--- src/rtl/hts_pkg.sv ---
package hts_pkg;
  localparam int ADC_W     = 10;
  localparam int PHASE_W   = 5;
  localparam int TRIG_SAMP = 3;
  localparam int MAX_TRIG  = 4;
  localparam int MAX_SAMP  = TRIG_SAMP * MAX_TRIG;
  localparam int IDX_W     = $clog2(MAX_SAMP);
  localparam int PILE_MIN  = 2 * TRIG_SAMP;

  typedef logic [ADC_W-1:0] adc_t;
  typedef adc_t [MAX_SAMP-1:0] group_t;

  function automatic logic [IDX_W-1:0] group_len(input logic [1:0] ntrig);
    return IDX_W'((int'(ntrig) + 1) * TRIG_SAMP);
  endfunction

  // three consecutive above-threshold samples inside the first len entries
  function automatic logic run_ok(input group_t g, input adc_t thr,
                                  input logic [IDX_W-1:0] len);
    int streak;
    logic ok;
    streak = 0;
    ok = 1'b0;
    for (int k = 0; k < MAX_SAMP; k++) begin
      if ((k < int'(len)) && (g[k] > thr)) streak++;
      else streak = 0;
      if (streak >= TRIG_SAMP) ok = 1'b1;
    end
    return ok;
  endfunction

  function automatic logic order_ok(input group_t g, input logic loose);
    if (loose) return (g[1] > g[0]) && (g[1] > g[2]);
    return (g[0] < g[2]) && (g[2] < g[1]);
  endfunction

  function automatic logic pileup_ok(input group_t g, input adc_t thr,
                                     input logic [IDX_W-1:0] len);
    logic late;
    if (int'(len) < PILE_MIN) return 1'b0;
    late = 1'b0;
    for (int k = TRIG_SAMP; k < PILE_MIN; k++)
      if (g[k] > g[1]) late = 1'b1;
    return late || ((g[0] > thr) && (g[0] > g[1]));
  endfunction
endpackage

--- src/rtl/hts_sample_store.sv ---
module hts_sample_store
  import hts_pkg::*;
#(
  parameter int STRIPS  = 8,
  parameter int STRIP_W = $clog2(STRIPS)
) (
  input  logic               clk,
  input  logic               wr_en,
  input  logic [STRIP_W-1:0] wr_strip,
  input  logic [IDX_W-1:0]   wr_idx,
  input  adc_t               wr_data,
  output group_t             rd_group
);
  group_t mem [STRIPS];

  always_ff @(posedge clk) begin
    if (wr_en) mem[wr_strip][wr_idx] <= wr_data;
  end

  // view of the addressed strip with the incoming sample merged in
  always_comb begin
    rd_group = mem[wr_strip];
    if (wr_en) rd_group[wr_idx] = wr_data;
  end
endmodule

--- src/rtl/hts_verdict.sv ---
module hts_verdict
  import hts_pkg::*;
(
  input  group_t           grp,
  input  adc_t             thresh,
  input  logic [IDX_W-1:0] len,
  input  logic             loose,
  output logic             run_hit,
  output logic             order_hit,
  output logic             accept,
  output logic             pileup
);
  always_comb begin
    run_hit   = run_ok(grp, thresh, len);
    order_hit = order_ok(grp, loose);
    accept    = run_hit && order_hit;
    pileup    = pileup_ok(grp, thresh, len);
  end
endmodule

--- src/rtl/hts_out_stage.sv ---
module hts_out_stage
  import hts_pkg::*;
#(
  parameter int STRIP_W = 3
) (
  input  logic               clk,
  input  logic               rst_n,
  input  logic               fire,
  input  logic [STRIP_W-1:0] strip_in,
  input  logic               accept_in,
  input  logic               pileup_in,
  input  logic [PHASE_W-1:0] phase_in,
  output logic               hit_valid,
  output logic [STRIP_W-1:0] hit_strip,
  output logic               hit_accept,
  output logic               hit_pileup,
  output logic [PHASE_W-1:0] hit_phase
);
  always_ff @(posedge clk) begin
    if (!rst_n) begin
      hit_valid  <= 1'b0;
      hit_strip  <= '0;
      hit_accept <= 1'b0;
      hit_pileup <= 1'b0;
      hit_phase  <= '0;
    end else begin
      hit_valid  <= fire;
      hit_accept <= fire && accept_in;
      hit_pileup <= fire && pileup_in;
      hit_phase  <= (fire && accept_in) ? phase_in : '0;
      if (fire) hit_strip <= strip_in;
    end
  end
endmodule

--- src/rtl/hts_selector.sv ---
module hts_selector
  import hts_pkg::*;
#(
  parameter int STRIPS  = 8,
  parameter int STRIP_W = $clog2(STRIPS)
) (
  input  logic               clk,
  input  logic               rst_n,
  input  logic               smp_valid,
  input  logic [STRIP_W-1:0] smp_strip,
  input  logic [IDX_W-1:0]   smp_idx,
  input  logic [ADC_W-1:0]   smp_data,
  input  logic [PHASE_W-1:0] trig_phase,
  input  logic [1:0]         cfg_ntrig,
  input  logic [ADC_W-1:0]   cfg_thresh,
  input  logic               cfg_loose,
  output logic               hit_valid,
  output logic [STRIP_W-1:0] hit_strip,
  output logic               hit_accept,
  output logic               hit_pileup,
  output logic [PHASE_W-1:0] hit_phase
);
  logic [IDX_W-1:0] grp_len;
  logic             idx_in_range;
  logic             wr_en;
  logic             last_seen;
  group_t           cur_group;
  logic             v_run, v_order, v_accept, v_pileup;

  assign grp_len      = group_len(cfg_ntrig);
  assign idx_in_range = smp_idx < grp_len;
  assign wr_en        = smp_valid && idx_in_range;
  assign last_seen    = wr_en && (smp_idx == grp_len - IDX_W'(1));

  hts_sample_store #(.STRIPS(STRIPS), .STRIP_W(STRIP_W)) u_store (
    .clk(clk), .wr_en(wr_en), .wr_strip(smp_strip), .wr_idx(smp_idx),
    .wr_data(smp_data), .rd_group(cur_group)
  );

  hts_verdict u_verdict (
    .grp(cur_group), .thresh(cfg_thresh), .len(grp_len), .loose(cfg_loose),
    .run_hit(v_run), .order_hit(v_order), .accept(v_accept), .pileup(v_pileup)
  );

  hts_out_stage #(.STRIP_W(STRIP_W)) u_out (
    .clk(clk), .rst_n(rst_n), .fire(last_seen), .strip_in(smp_strip),
    .accept_in(v_accept), .pileup_in(v_pileup), .phase_in(trig_phase),
    .hit_valid(hit_valid), .hit_strip(hit_strip), .hit_accept(hit_accept),
    .hit_pileup(hit_pileup), .hit_phase(hit_phase)
  );
endmodule

--- config.mk ---
export PLATFORM = sky130hd
export DESIGN_NAME = hts_selector
export DESIGN_NICKNAME = d
export VERILOG_FILES = /design/src/rtl/hts_pkg.sv /design/src/rtl/hts_sample_store.sv /design/src/rtl/hts_verdict.sv /design/src/rtl/hts_out_stage.sv /design/src/rtl/hts_selector.sv
export SDC_FILE = /design/constraint.sdc
export NUM_CORES = 1
export LEC_CHECK = 0
export BUFFER_PORTS_ARGS = -buffer_cell sky130_fd_sc_hd__buf_2
export CAP_MARGIN = 20
export CORE_MARGIN = 3
export CORE_UTILIZATION = 45
export CTS_BUF_LIST = sky130_fd_sc_hd__clkbuf_8
export CTS_CLUSTER_SIZE = 14
export DETAILED_ROUTE_END_ITERATION = 10
export GPL_ROUTABILITY_DRIVEN = 0
export GPL_TIMING_DRIVEN = 0
export PLACE_DENSITY_LB_ADDON = 0.08
export SYNTH_ARGS = -nofsm -noshare
export SYNTH_HDL_FRONTEND = slang
export SYNTH_HIERARCHICAL = 1
export SYNTH_SLANG_ARGS = --single-unit
--- constraint.sdc ---
create_clock -name clk -period 14 [get_ports clk]
set_clock_uncertainty 0.05 [all_clocks]
set_input_delay 2.8 -clock clk [delete_from_list [all_inputs] [get_ports clk]]
set_output_delay 2.8 -clock clk [all_outputs]
set_load 0.01 [all_outputs]
==> impl_results.html <==
<table>
<tr><th>Metric</th><th>Value</th></tr>
<tr><th colspan="2">Synth</th></tr>
<tr><td>Number of standard cells after synthesis</td><td>3,062</td></tr>
<tr><td>Netlist Area Pre-Place</td><td>roughly 0.044 mm²</td></tr>
<tr><td>Syn nets</td><td>around 3,300</td></tr>
<tr><td>Average size of a mapped cell</td><td>14.3 µm²</td></tr>
<tr><td>YS warnings</td><td>6</td></tr>
<tr><th colspan="2">Power</th></tr>
<tr><td>Combinational fraction of design power</td><td>11.9%</td></tr>
<tr><td>Leakage component of the power</td><td>17.9 nW</td></tr>
<tr><td>Switching power summed over all nets</td><td>~1.7 mW</td></tr>
<tr><td>Reg power frac</td><td>50.9%</td></tr>
<tr><td>Power per unit of standard cell area</td><td>126 mW/mm²</td></tr>
<tr><td>Internal power contribution</td><td>4.63 mW</td></tr>
<tr><td>Worst IR drop on VDD</td><td>between 0.1 and 0.15 mV</td></tr>
<tr><td>Proportion of total power due to net switching</td><td>a little over a quarter</td></tr>
<tr><td>Clock network power share</td><td>37.3%</td></tr>
<tr><th colspan="2">Worst setup path</th></tr>
<tr><td>Worst path arrival time</td><td>14.24 ns</td></tr>
<tr><td>Required time of the critical path</td><td>14.73 ns</td></tr>
<tr><td>Startpoint of the most critical setup path</td><td>cfg_ntrig[0]</td></tr>
<tr><td>Sort of element at the end of the critical path</td><td>register</td></tr>
<tr><td>Critical path startpoint category</td><td>input pin</td></tr>
<tr><td>Biggest fanout along the worst timing path</td><td>10</td></tr>
<tr><td>Worst reg2reg path startpoint</td><td>u_store/mem[6][15]$_DFFE_PP_</td></tr>
<tr><td>Top cell by count, worst path</td><td>sky130_fd_sc_hd__ha_1</td></tr>
<tr><td>Critical path class</td><td>in2reg</td></tr>
<tr><td>Maximum cell stage delay along the critical path</td><td>0.73 ns</td></tr>
<tr><td>Slowest library cell on the worst path</td><td>sky130_fd_sc_hd__a2111oi_2</td></tr>
<tr><td>Cell count of the worst reg-to-reg path</td><td>37</td></tr>
<tr><th colspan="2">Global routing</th></tr>
<tr><td>Maximum number of pins on one net before global-route repair</td><td>63</td></tr>
<tr><td>Number of antenna violations at the first check in global routing</td><td>8</td></tr>
<tr><td>Tot GR Track Use</td><td>roughly 33%</td></tr>
<tr><td>Grt total ovfl</td><td>0</td></tr>
<tr><td>Global-route wire length before repair</td><td>229,000 µm</td></tr>
<tr><td>Number of global-route vias before repair</td><td>29,319</td></tr>
<tr><th colspan="2">STA</th></tr>
<tr><td>Fin. Hold Viols</td><td>0</td></tr>
<tr><td>FMAX</td><td>74.1 MHz</td></tr>
<tr><td>Minimum hold slack</td><td>approximately 0.49 ns</td></tr>
<tr><td>Crit share post-route</td><td>96.4%</td></tr>
<tr><td>Final number of max-transition violations</td><td>0</td></tr>
<tr><td>Tmin final</td><td>about 14 ns</td></tr>
<tr><td>Pin slew with the least headroom to its limit</td><td>1.24 ns</td></tr>
<tr><td>Final count of negative-setup-slack endpoints</td><td>0</td></tr>
<tr><td>RSZ-0062 raised after global routing</td><td>no</td></tr>
<tr><td>Setup_tns</td><td>0 ns</td></tr>
<tr><td>Relative max-transition margin</td><td>17.3%</td></tr>
<tr><th colspan="2">Final layout</th></tr>
<tr><td>Area Growth Syn to Fin</td><td>13.8%</td></tr>
<tr><td>Total Nets Final</td><td>3,599</td></tr>
<tr><td>Final Instance Area</td><td>~0.050 mm²</td></tr>
<tr><td>Number of cells in the finished layout apart from fillers</td><td>4,753</td></tr>
<tr><td>Fraction of layout instances using a drive strength above 1</td><td>17.2%</td></tr>
<tr><td>Share of the core filled with cells</td><td>a little over half</td></tr>
<tr><th colspan="2">Clock tree</th></tr>
<tr><td>Clock Pin Slew Worst Setup and Hold Paths</td><td>approximately 0.050 ns</td></tr>
<tr><td>Clock latency at the later pin of the worst-skew pair</td><td>0.87 ns</td></tr>
<tr><td>Post-CTS Setup Bufs</td><td>0</td></tr>
<tr><td>Clock tree sinks</td><td>971</td></tr>
<tr><td>TritonCTS clock tree</td><td>done</td></tr>
<tr><td>Worst-case clock buffer depth</td><td>3</td></tr>
<tr><td>CTS H-tree lvls</td><td>4</td></tr>
<tr><td>Root buffer selected by CTS</td><td>sky130_fd_sc_hd__clkbuf_8</td></tr>
<tr><td>Post-CTS Hold Buffers</td><td>0</td></tr>
<tr><td>PostCTS Resize Cnt</td><td>0</td></tr>
<tr><td>Number of clock buffers inserted by TritonCTS</td><td>164</td></tr>
<tr><th colspan="2">Run</th></tr>
<tr><td># Max-Cap Violations</td><td>0</td></tr>
<tr><th colspan="2">Routing</th></tr>
<tr><td>Detailed-route via count</td><td>just over 30,000</td></tr>
<tr><td>Via-per-instance ratio</td><td>between 6 and 7</td></tr>
<tr><td>Overall routed net length</td><td>168,000 µm</td></tr>
<tr><td>Detailed-router iteration count before antenna repair</td><td>7</td></tr>
<tr><td>Detailed-route DRC error count</td><td>0</td></tr>
<tr><td>DR WL/cell</td><td>35.4 µm</td></tr>
<tr><td>Number of nets still failing antenna checks after routing</td><td>0</td></tr>
<tr><td>Detailed router's first-iteration violation count</td><td>4,520</td></tr>
<tr><th colspan="2">Min path</th></tr>
<tr><td>Type of the tightest min-delay check</td><td>reg2reg</td></tr>
<tr><td>Hold Path Origin</td><td>u_out/hit_strip[0]$_SDFFE_PN0P_</td></tr>
<tr><td>WHS Path Cells</td><td>2</td></tr>
<tr><th colspan="2">Floorplan</th></tr>
<tr><td>Die Width</td><td>318 µm</td></tr>
<tr><td>Initial core utilization</td><td>45.8%</td></tr>
<tr><td>Boundary Pins</td><td>49</td></tr>
<tr><td># rows</td><td>between 100 and 150</td></tr>
<tr><td>Die Y</td><td>318 µm</td></tr>
<tr><td>Core region area</td><td>0.0959 mm²</td></tr>
<tr><td>Die Area</td><td>a little over 0.1 mm²</td></tr>
<tr><th colspan="2">Placement</th></tr>
<tr><td>Cell count after placement</td><td>roughly 4,400</td></tr>
<tr><td>Post-DP HPWL</td><td>113,000 µm</td></tr>
<tr><td>Buffers on Ports</td><td>48</td></tr>
<tr><td>Area after detailed placement</td><td>0.0468 mm²</td></tr>
<tr><th colspan="2">Outcome</th></tr>
<tr><td>Run status</td><td>completed</td></tr>
</table>
routing by layer:
| metal | part of all wire, % | track usage [%] | wire, µm |
|---|---|---|---|
| met5 | 0.023 | 0 | 39 |
| met2 | 44 | 49.2 | 74400 |
| met1 | 38 | 42.8 | 63100 |
| met3 | 12 | 8.59 | 19800 |
| met4 | 6.4 | 18.1 | 10700 |
power groups by stage:
| stage | clock network [mW] | registers [mW] | logic [mW] |
|---|---|---|---|
| floorplan | 0 | 3.27 | 0.379 |
| global placement | 0 | 3.27 | 0.675 |
| detailed placement | 0 | 3.27 | 0.714 |
| CTS | 2.39 | 3.21 | 0.718 |
| global route | 2.53 | 3.20 | 0.776 |
| finish | 2.35 | 3.21 | 0.747 |
through the flow:
stage               power, mW  worst slack, ns
detailed placement       3.98          0.00741
global placement         3.94          0.00671
CTS                      6.31            0.915
finish                   6.30            0.497
floorplan                3.64             2.71
global route             6.51            0.200
layout by cell type, fill, tap and decap left out, drive strengths merged, types with 6 or more instances in the layout:
| cell | n |
|---|---|
| a211o | 9 |
| a211oi | 32 |
| a21o | 50 |
| a21oi | 107 |
| a221oi | 66 |
| a22o | 16 |
| a22oi | 24 |
| a31oi | 114 |
| a32oi | 20 |
| and2 | 13 |
| and3 | 6 |
| and4 | 7 |
| buf | 253 |
| clkbuf | 246 |
| clkinv | 55 |
| clkinvlp | 7 |
| dfxtp | 11 |
| diode | 10 |
| edfxtp | 960 |
| ha | 198 |
| inv | 110 |
| mux2 | 54 |
| mux2i | 234 |
| nand2 | 202 |
| nand2b | 11 |
| nand3 | 41 |
| nand3b | 34 |
| nand4 | 23 |
| nor2 | 185 |
| nor2b | 21 |
| nor3 | 8 |
| o211ai | 72 |
| o21a | 20 |
| o21ai | 90 |
| o22a | 66 |
| o22ai | 8 |
| or2 | 54 |
critical path, delay by kind of cell:
kind,cells,cell delay (ns)
adder cells (fa/ha/maj),13,3.82
AND/OR/NAND/NOR,17,3.57
AO/OA/AOI/OAI,10,2.73
buffers and inverters,4,1.05
XOR/XNOR,1,0.27
sequential cells by signal (all words and copies together), names as in the netlist:
| register | flops |
|---|---|
| u_out/hit_phase | 5 |
| u_out/hit_accept | 1 |
| u_store/mem | 960 |
| u_out/hit_pileup | 1 |
| u_out/hit_valid | 1 |
| u_out/hit_strip | 3 |
final timing paths:
path | end | slack (ns)
worst max-delay path | u_out/hit_phase[1]$_SDFF_PN0_ | 0.50
worst min-delay path | u_out/hit_strip[0]$_SDFFE_PN0P_ | 0.49
worst max register to register | u_out/hit_phase[1]$_SDFF_PN0_ | 5.16
worst min register to register | u_out/hit_strip[0]$_SDFFE_PN0P_ | 0.49
cell type report:
type | count | area [µm²]
sequential | 971 | 29000
clock buffer | 166 | 2280
antenna | 10 | 25.0
fill | 8073 | 45900
inverter | 62 | 233
clock inverter | 115 | 678
buffer | 198 | 1110
multi-input combinational | 1831 | 13500
tap | 1265 | 1580
timing repair buffer | 135 | 1460
(Power assumes the default switching activity.)
